--- src/rtl/irq_agg_pkg.sv ---
package irq_agg_pkg;
  localparam int NUM_SRC = 8;
  localparam int PORT_W  = 8;
  localparam int DISC_LO = 3;
  localparam int DISC_N  = 5;

  typedef struct packed {
    logic loadMask;
    logic loadCfg;
    logic loadGpo;
  } strobes_t;

  // status bit that drives a given discrete port pin
  function automatic int discSrc(input int portBit);
    case (portBit)
      3:       return 3;
      4:       return 1;
      5:       return 5;
      6:       return 0;
      7:       return 4;
      default: return 0;
    endcase
  endfunction
endpackage

--- src/rtl/irq_agg_ctrl.sv ---
module irq_agg_ctrl
  import irq_agg_pkg::*;
(
  input  logic     clk,
  input  logic     rstN,
  input  logic     maskWrEn,
  input  logic     cfgWrEn,
  input  logic     gpoWrEn,
  output strobes_t strb
);
  always_comb begin
    strb.loadMask = maskWrEn;
    strb.loadCfg  = cfgWrEn;
    strb.loadGpo  = gpoWrEn;
  end

  // independent strobes, so concurrent writes all reach the datapath
  assert_strobes_concurrent_R10: assert property (@(posedge clk) disable iff (!rstN)
    (maskWrEn && cfgWrEn && gpoWrEn) |-> (strb.loadMask && strb.loadCfg && strb.loadGpo));
endmodule

--- src/rtl/irq_agg_datapath.sv ---
module irq_agg_datapath
  import irq_agg_pkg::*;
(
  input  logic                clk,
  input  logic                rstN,
  input  strobes_t            strb,
  input  logic [NUM_SRC-1:0]  srcLevel,
  input  logic [NUM_SRC-1:0]  maskWrData,
  input  logic [DISC_N-1:0]   cfgWrData,
  input  logic [PORT_W-1:0]   gpoWrData,
  output logic [NUM_SRC-1:0]  statusOut,
  output logic [NUM_SRC-1:0]  maskOut,
  output logic                irqN,
  output logic [PORT_W-1:0]   portOut
);
  logic [NUM_SRC-1:0] statusQ;
  logic [NUM_SRC-1:0] maskQ;
  logic [DISC_N-1:0]  cfgQ;
  logic [PORT_W-1:0]  gpoQ;
  logic               validQ;

  always_ff @(posedge clk or negedge rstN) begin
    if (!rstN) begin
      statusQ <= '0;
      maskQ   <= '0;
      cfgQ    <= '0;
      gpoQ    <= '0;
      validQ  <= 1'b0;
    end else begin
      statusQ <= srcLevel;
      validQ  <= 1'b1;
      if (strb.loadMask) maskQ <= maskWrData;
      if (strb.loadCfg)  cfgQ  <= cfgWrData;
      if (strb.loadGpo)  gpoQ  <= gpoWrData;
    end
  end

  assign statusOut = statusQ;
  assign maskOut   = maskQ;
  assign irqN      = ~|(statusQ & maskQ);

  for (genvar b = 0; b < PORT_W; b++) begin : g_port
    if (b >= DISC_LO && b < DISC_LO + DISC_N) begin : g_disc
      localparam int SRC = discSrc(b);
      assign portOut[b] = cfgQ[b-DISC_LO] ? ~statusQ[SRC] : gpoQ[b];
    end else begin : g_plain
      assign portOut[b] = gpoQ[b];
    end
  end

  assert_status_tracks_R2: assert property (@(posedge clk) disable iff (!rstN)
    validQ |-> (statusQ == $past(srcLevel)));

  assert_mask_load_R3: assert property (@(posedge clk) disable iff (!rstN)
    (validQ && $past(strb.loadMask)) |-> (maskOut == $past(maskWrData)));

  assert_mask_hold_R3: assert property (@(posedge clk) disable iff (!rstN)
    (validQ && !$past(strb.loadMask)) |-> $stable(maskOut));

  assert_masked_quiet_R9: assert property (@(posedge clk) disable iff (!rstN)
    (maskQ == '0) |-> irqN);

  assert_disc_pin_R6: assert property (@(posedge clk) disable iff (!rstN)
    (validQ && cfgQ[0]) |-> (portOut[DISC_LO] == ~$past(srcLevel[discSrc(DISC_LO)])));

  assert_gpo_load_R10: assert property (@(posedge clk) disable iff (!rstN)
    (validQ && $past(strb.loadGpo)) |-> (portOut[DISC_LO-1:0] == $past(gpoWrData[DISC_LO-1:0])));
endmodule

--- src/rtl/irq_aggregator.sv ---
module irq_aggregator
  import irq_agg_pkg::*;
(
  input  logic                clk,
  input  logic                rstN,
  input  logic [NUM_SRC-1:0]  srcLevel,
  input  logic                maskWrEn,
  input  logic [NUM_SRC-1:0]  maskWrData,
  input  logic                cfgWrEn,
  input  logic [DISC_N-1:0]   cfgWrData,
  input  logic                gpoWrEn,
  input  logic [PORT_W-1:0]   gpoWrData,
  output logic [NUM_SRC-1:0]  statusOut,
  output logic [NUM_SRC-1:0]  maskOut,
  output logic                irqN,
  output logic [PORT_W-1:0]   portOut
);
  strobes_t strb;

  irq_agg_ctrl u_ctrl (
    .clk      (clk),
    .rstN     (rstN),
    .maskWrEn (maskWrEn),
    .cfgWrEn  (cfgWrEn),
    .gpoWrEn  (gpoWrEn),
    .strb     (strb)
  );

  irq_agg_datapath u_dp (
    .clk        (clk),
    .rstN       (rstN),
    .strb       (strb),
    .srcLevel   (srcLevel),
    .maskWrData (maskWrData),
    .cfgWrData  (cfgWrData),
    .gpoWrData  (gpoWrData),
    .statusOut  (statusOut),
    .maskOut    (maskOut),
    .irqN       (irqN),
    .portOut    (portOut)
  );
endmodule

--- config.mk ---
export PLATFORM = sky130hd
export DESIGN_NAME = irq_aggregator
export DESIGN_NICKNAME = d
export VERILOG_FILES = /design/src/rtl/irq_agg_pkg.sv /design/src/rtl/irq_agg_ctrl.sv /design/src/rtl/irq_agg_datapath.sv /design/src/rtl/irq_aggregator.sv
export SDC_FILE = /design/constraint.sdc
export NUM_CORES = 1
export LEC_CHECK = 0
export CAP_MARGIN = 30
export CORE_AREA = 4 4 51 53
export CTS_CLUSTER_DIAMETER = 40
export DETAILED_ROUTE_END_ITERATION = 6
export DIE_AREA = 0 0 55 57
export DONT_BUFFER_PORTS = 1
export PLACE_DENSITY = 0.66
export SLEW_MARGIN = 20
export SYNTH_ARGS = -nofsm -noshare
export SYNTH_HDL_FRONTEND = slang
export SYNTH_HIERARCHICAL = 1
export SYNTH_SLANG_ARGS = --single-unit
export TNS_END_PERCENT = 30
--- constraint.sdc ---
create_clock -name clk -period 1.3 [get_ports clk]
set_clock_uncertainty 0.05 [all_clocks]
set_input_delay 0.26 -clock clk [delete_from_list [all_inputs] [get_ports clk]]
set_output_delay 0.26 -clock clk [all_outputs]
set_load 0.02 [all_outputs]
* After elaboration in Yosys (flattened, before gate mapping) *
Cells that the tools add are included.

word-level totals
  output and inout port bits = 25
  flip-flop bits (word level) = 29
  logic and storage cells = 17
  bits of input ports = 34

cells by class
  reductions and logical operators = 2
  multiplexer cells = 5
  bitwise operators = 6

operators with widths
  cell              count
  $and A8 B8 Y8     1
  $reduce_or A8 Y1  1
  $mux W1           5
  $not A1 Y1        5
  $logic_not A1 Y1  1

* Depth between registers and ports, before layout *
  depth in word-level cells = 3
  depth in mapped cells = 4
  mapped depth without buffers = 2

* By module *
The synthesis kept the hierarchy.

by module, submodules not included
  module            times used  cells each  area each (um^2)  seq. area each (um^2)
  irq_agg_datapath  1           75          1128.6            725.7
  irq_agg_ctrl      1           3           22.5              0.0

* Least setup slack after synthesis *
OpenSTA, ideal clock, no wires.

  kind = reg-to-output
  start point = register u_dp.maskQ[4], in the netlist u_dp/maskOut[4]
  end point = output port irqN
  buffers on the path = 0
  required time = 0.990 ns
  cell stages (with the launch flop) = 3
  arrival time = 0.939 ns
  path slack = 0.051 ns
  path through = dfrtp_1 -> a22oi_1 -> and4_1

on the way
  longest elaborated chain between the ends = 3

ends and longest elaborated chain
  item                    line                    source
  from (decl)             irq_agg_datapath.sv:17  logic [NUM_SRC-1:0] maskQ;
  from (signal assigned)  irq_agg_datapath.sv:32  if (strb.loadMask) maskQ <= maskWrData;
  $and A8 B8 Y8           irq_agg_datapath.sv:40  assign irqN = ~|(statusQ & maskQ);
  $reduce_or A8 Y1        irq_agg_datapath.sv:40
  $logic_not A1 Y1        irq_agg_datapath.sv:40
  to (decl)               irq_aggregator.sv:15    output logic irqN,

Every way passes these cells.

* Worst setup path after layout *
  start point = register u_dp.statusQ[5], in the netlist u_dp/statusOut[5]
  end point = output port portOut[5]

on the way
  longest elaborated chain between the ends = 2

ends and longest elaborated chain
  item                    line                    source
  from (decl)             irq_agg_datapath.sv:16  logic [NUM_SRC-1:0] statusQ;
  from (signal assigned)  irq_agg_datapath.sv:30  statusQ <= srcLevel;
  $not A1 Y1              irq_agg_datapath.sv:45  assign portOut[b] = cfgQ[b-DISC_LO] ? ~statusQ[SRC] : gpoQ[b];
  $mux W1                 irq_agg_datapath.sv:45
  to (decl)               irq_aggregator.sv:16    output logic [PORT_W-1:0] portOut

Every way passes these cells.

==> results.md <==
* Final GP Congestion at 0.6413
* Max Slew Vio Count at 0
* Share of the synthesized area in the top cell type at 63.04%
* Instance count of the mapped netlist at 78
* Async set or reset register ratio after synthesis at 100.0%
* Die X at 55 um
* Slew HR at 79.29%
* Worst VDD drop at 903.8 uV
* Avg WL per Cell at 17.44 um
* Synth-to-Final Area Change at 46.41%
* Max Fclk at 652.1 MHz
* Max-cap check violation count at 0
* Clk buf depth at 2
* Fraction of layout cells with a size suffix above 1 at 38.46%
* CTS buffer count at 5
* Reg2reg path depth at 3
* Die H at 57 um
* Critical path required time at 0.99 ns
* Arrival @ worst endpoint at 1.22 ns
* R2R Path End: u_dp/maskOut[4]
* Antenna violations before repair at 0
* Crit-path max FO at 2
* Worst Hold Slack at 0.01355 ns
* Hold Crit Depth at 2
* CTS Sinks at 29
* Length of the first detailed-routing pass in iterations at 3
* Post-DP HPWL at 1.692 mm
* Min Tclk post-route at 1.533 ns
* Slew @ Worst Pin at 0.3096 ns
* R2R Setup Slk at 0.23 ns
* Setup TNS at -1.226 ns
* Final nets at 163
* Synth Warn # at 6
* Syn nets at 112
* Hold EP: u_dp/gpoQ[4]
* Number of fill cells in the layout at 151
* Initial DRC count at 2
* Core Rows at 17
* Post-synthesis sequential area ratio at 63.04%
* Placement Setup Slack at 0.07272 ns
* Failing checks: setup timing
* Yosys top cell by area: dfrtp_1
* Skew-Pair Late Insertion Delay at 0.33 ns
* Worst reg2reg startpoint: u_dp/maskOut[4]
* PnR worst setup slack at -0.2335 ns
* Primary FF master, synth: dfrtp_1
* CP Launch Type: flip-flop
* Hold path startpoint: gpoWrEn
* Reg clk slew, reported paths at 0.09 ns
* CP peak stage delay at 0.41 ns
* Yosys cell types at 11
* Power per cell area at 1167 nW/um^2
* Total global-route track usage at 18.28%
* Total Power at 1968 uW
* I/O Buffers at 0
* Detail Route Antenna Nets at 0
* Largest net degree at the start of global routing at 30
* Mean post-synth cell area at 14.76 um^2
* RSZ-0062 raised after global routing: yes
* Floorplan core area at 2148 um^2
* Vias in the first global route at 847
* Mapped cell area at 1151 um^2
* Critical setup path kind: reg2out
* Endpoints failing setup at 6
* Yosys reg bits at 29
* Detail-routed via count per cell at 4.994
* GRT Residual Overflow at 0
* Vias at 789
* List of most frequent post-synthesis cells: dfrtp_1, mux2_2, mux2_4
* DIE AREA at 3135 um^2
* Critical path's top delay family: flip-flops
* CTS tree: built
* Largest cells by area after synthesis: dfrtp_1, mux2_4, mux2_2
* Residual DRC at 0
* WL final at 2.755 mm
* Critical path, cell by cell: buf_6, mux2i_1, buf_4
* Worst path slowest cell: dfrtp_1
* Final Hold Vio Count at 0
* Post-synth EDFFs at 0
* Most common cell in the netlist: dfrtp_1
* First-pass GRT wire length at 3.898 mm
* I/O pins at 59
* Root buffer cell: clkbuf_4
* Fin crit share at 118.0%
* Starting Density at 53.58%
* Max H-tree Level at 2
* Outcome: complete, but fails checks
* Setup crit end kind: primary output
* CP bufs+invs at 2
* Pleak at 0.0007975 uW
* Worst min-delay path class: in2reg
* Antenna cell count at 0
final cells by class:
class / count / area, um^2 / area share (%)
flip-flops and latches: 29 / 725.7 / 43.06
multi-input cells: 36 / 360.3 / 21.38
repair buffers: 52 / 494.2 / 29.32
inverters: 5 / 18.77 / 1.114
well taps: 28 / 35.03 / 2.079
clock buffers: 6 / 41.29 / 2.450
clock inverters: 2 / 10.01 / 0.5939
worst max path at each step:
stage                      start          to  slack (ns)  depth (start not counted)
2_1_floorplan    u_dp/maskOut[4]        irqN        0.05                          2
3_3_place_gp   u_dp/statusOut[0]        irqN        0.06                          2
3_5_place_dp     u_dp/maskOut[4]        irqN        0.07                          2
4_1_cts          u_dp/maskOut[4]        irqN       -0.23                          2
5_1_grt        u_dp/statusOut[0]  portOut[6]       -0.32                          3
6_report       u_dp/statusOut[5]  portOut[5]       -0.23                          3
timing repair:
action                                  CTS  global route
buffers inserted                          1             0
hold buffers                             14            16
resized for setup                         9             1
endpoints found under the setup margin    6             7
hold endpoints to repair                 42            14
pin swaps                                 1             2
logic make-up after synthesis:
kind of cell | Yosys count | share of synthesized area (%)
buffers and inverters | 13 | 7.174
muxes | 21 | 22.61
and+or+nand+nor | 6 | 2.392
AOI/OAI and AO/OA | 9 | 4.782
DFF | 29 | 63.04
through the flow:
| stage | utilization [%] | instance area [um^2] | std cells |
|---|---|---|---|
| after detailed placement | 59.58 | 1280 | 119 |
| after global placement | 59.58 | 1280 | 119 |
| final | 78.45 | 1685 | 158 |
| after CTS | 70.76 | 1520 | 142 |
| after floorplan | - | 1151 | 78 |
| after global routing | 78.45 | 1685 | 158 |
placed cells by master (no fill, tap or decap):
cell type / synthesis / routed
clkbuf_1: 0 / 1
mux2i_1: 5 / 5
o21ai_0: 5 / 5
clkinv_2: 0 / 2
dlygate4sd3_1: 0 / 29
nand2_1: 5 / 5
buf_12: 0 / 1
dfrtp_1: 29 / 29
mux2_4: 8 / 8
clkbuf_4: 0 / 5
buf_6: 1 / 5
and4_4: 0 / 1
a22oi_2: 0 / 3
buf_4: 7 / 17
inv_1: 5 / 5
a22oi_1: 4 / 1
mux2_2: 8 / 8
routing by layer:
metal | wire (um) | track usage (%) | vias up
li1 | - | - | 364
met2 | 1441 | 28.55 | 39
met3 | 295 | 11.49 | 7
met4 | 53 | 8.333 | 0
met1 | 964 | 18.93 | 379
met5 | 0 | 0 | -
sequential cells by signal, indices dropped and copies added, names as in the netlist:
signal          flops
u_dp/gpoQ           8
u_dp/maskOut        8
u_dp/statusOut      8
u_dp/cfgQ           5
report_power, final:
part	leakage [uW]	internal, uW	total (uW)	switching, uW
sequential	0.000341	978	1040	60.6
combinational	0.000424	235	420	185
clock	0.0000320	205	509	304
total	0.000798	1420	1970	550
Note: power is estimated with default switching activity, not from simulation.
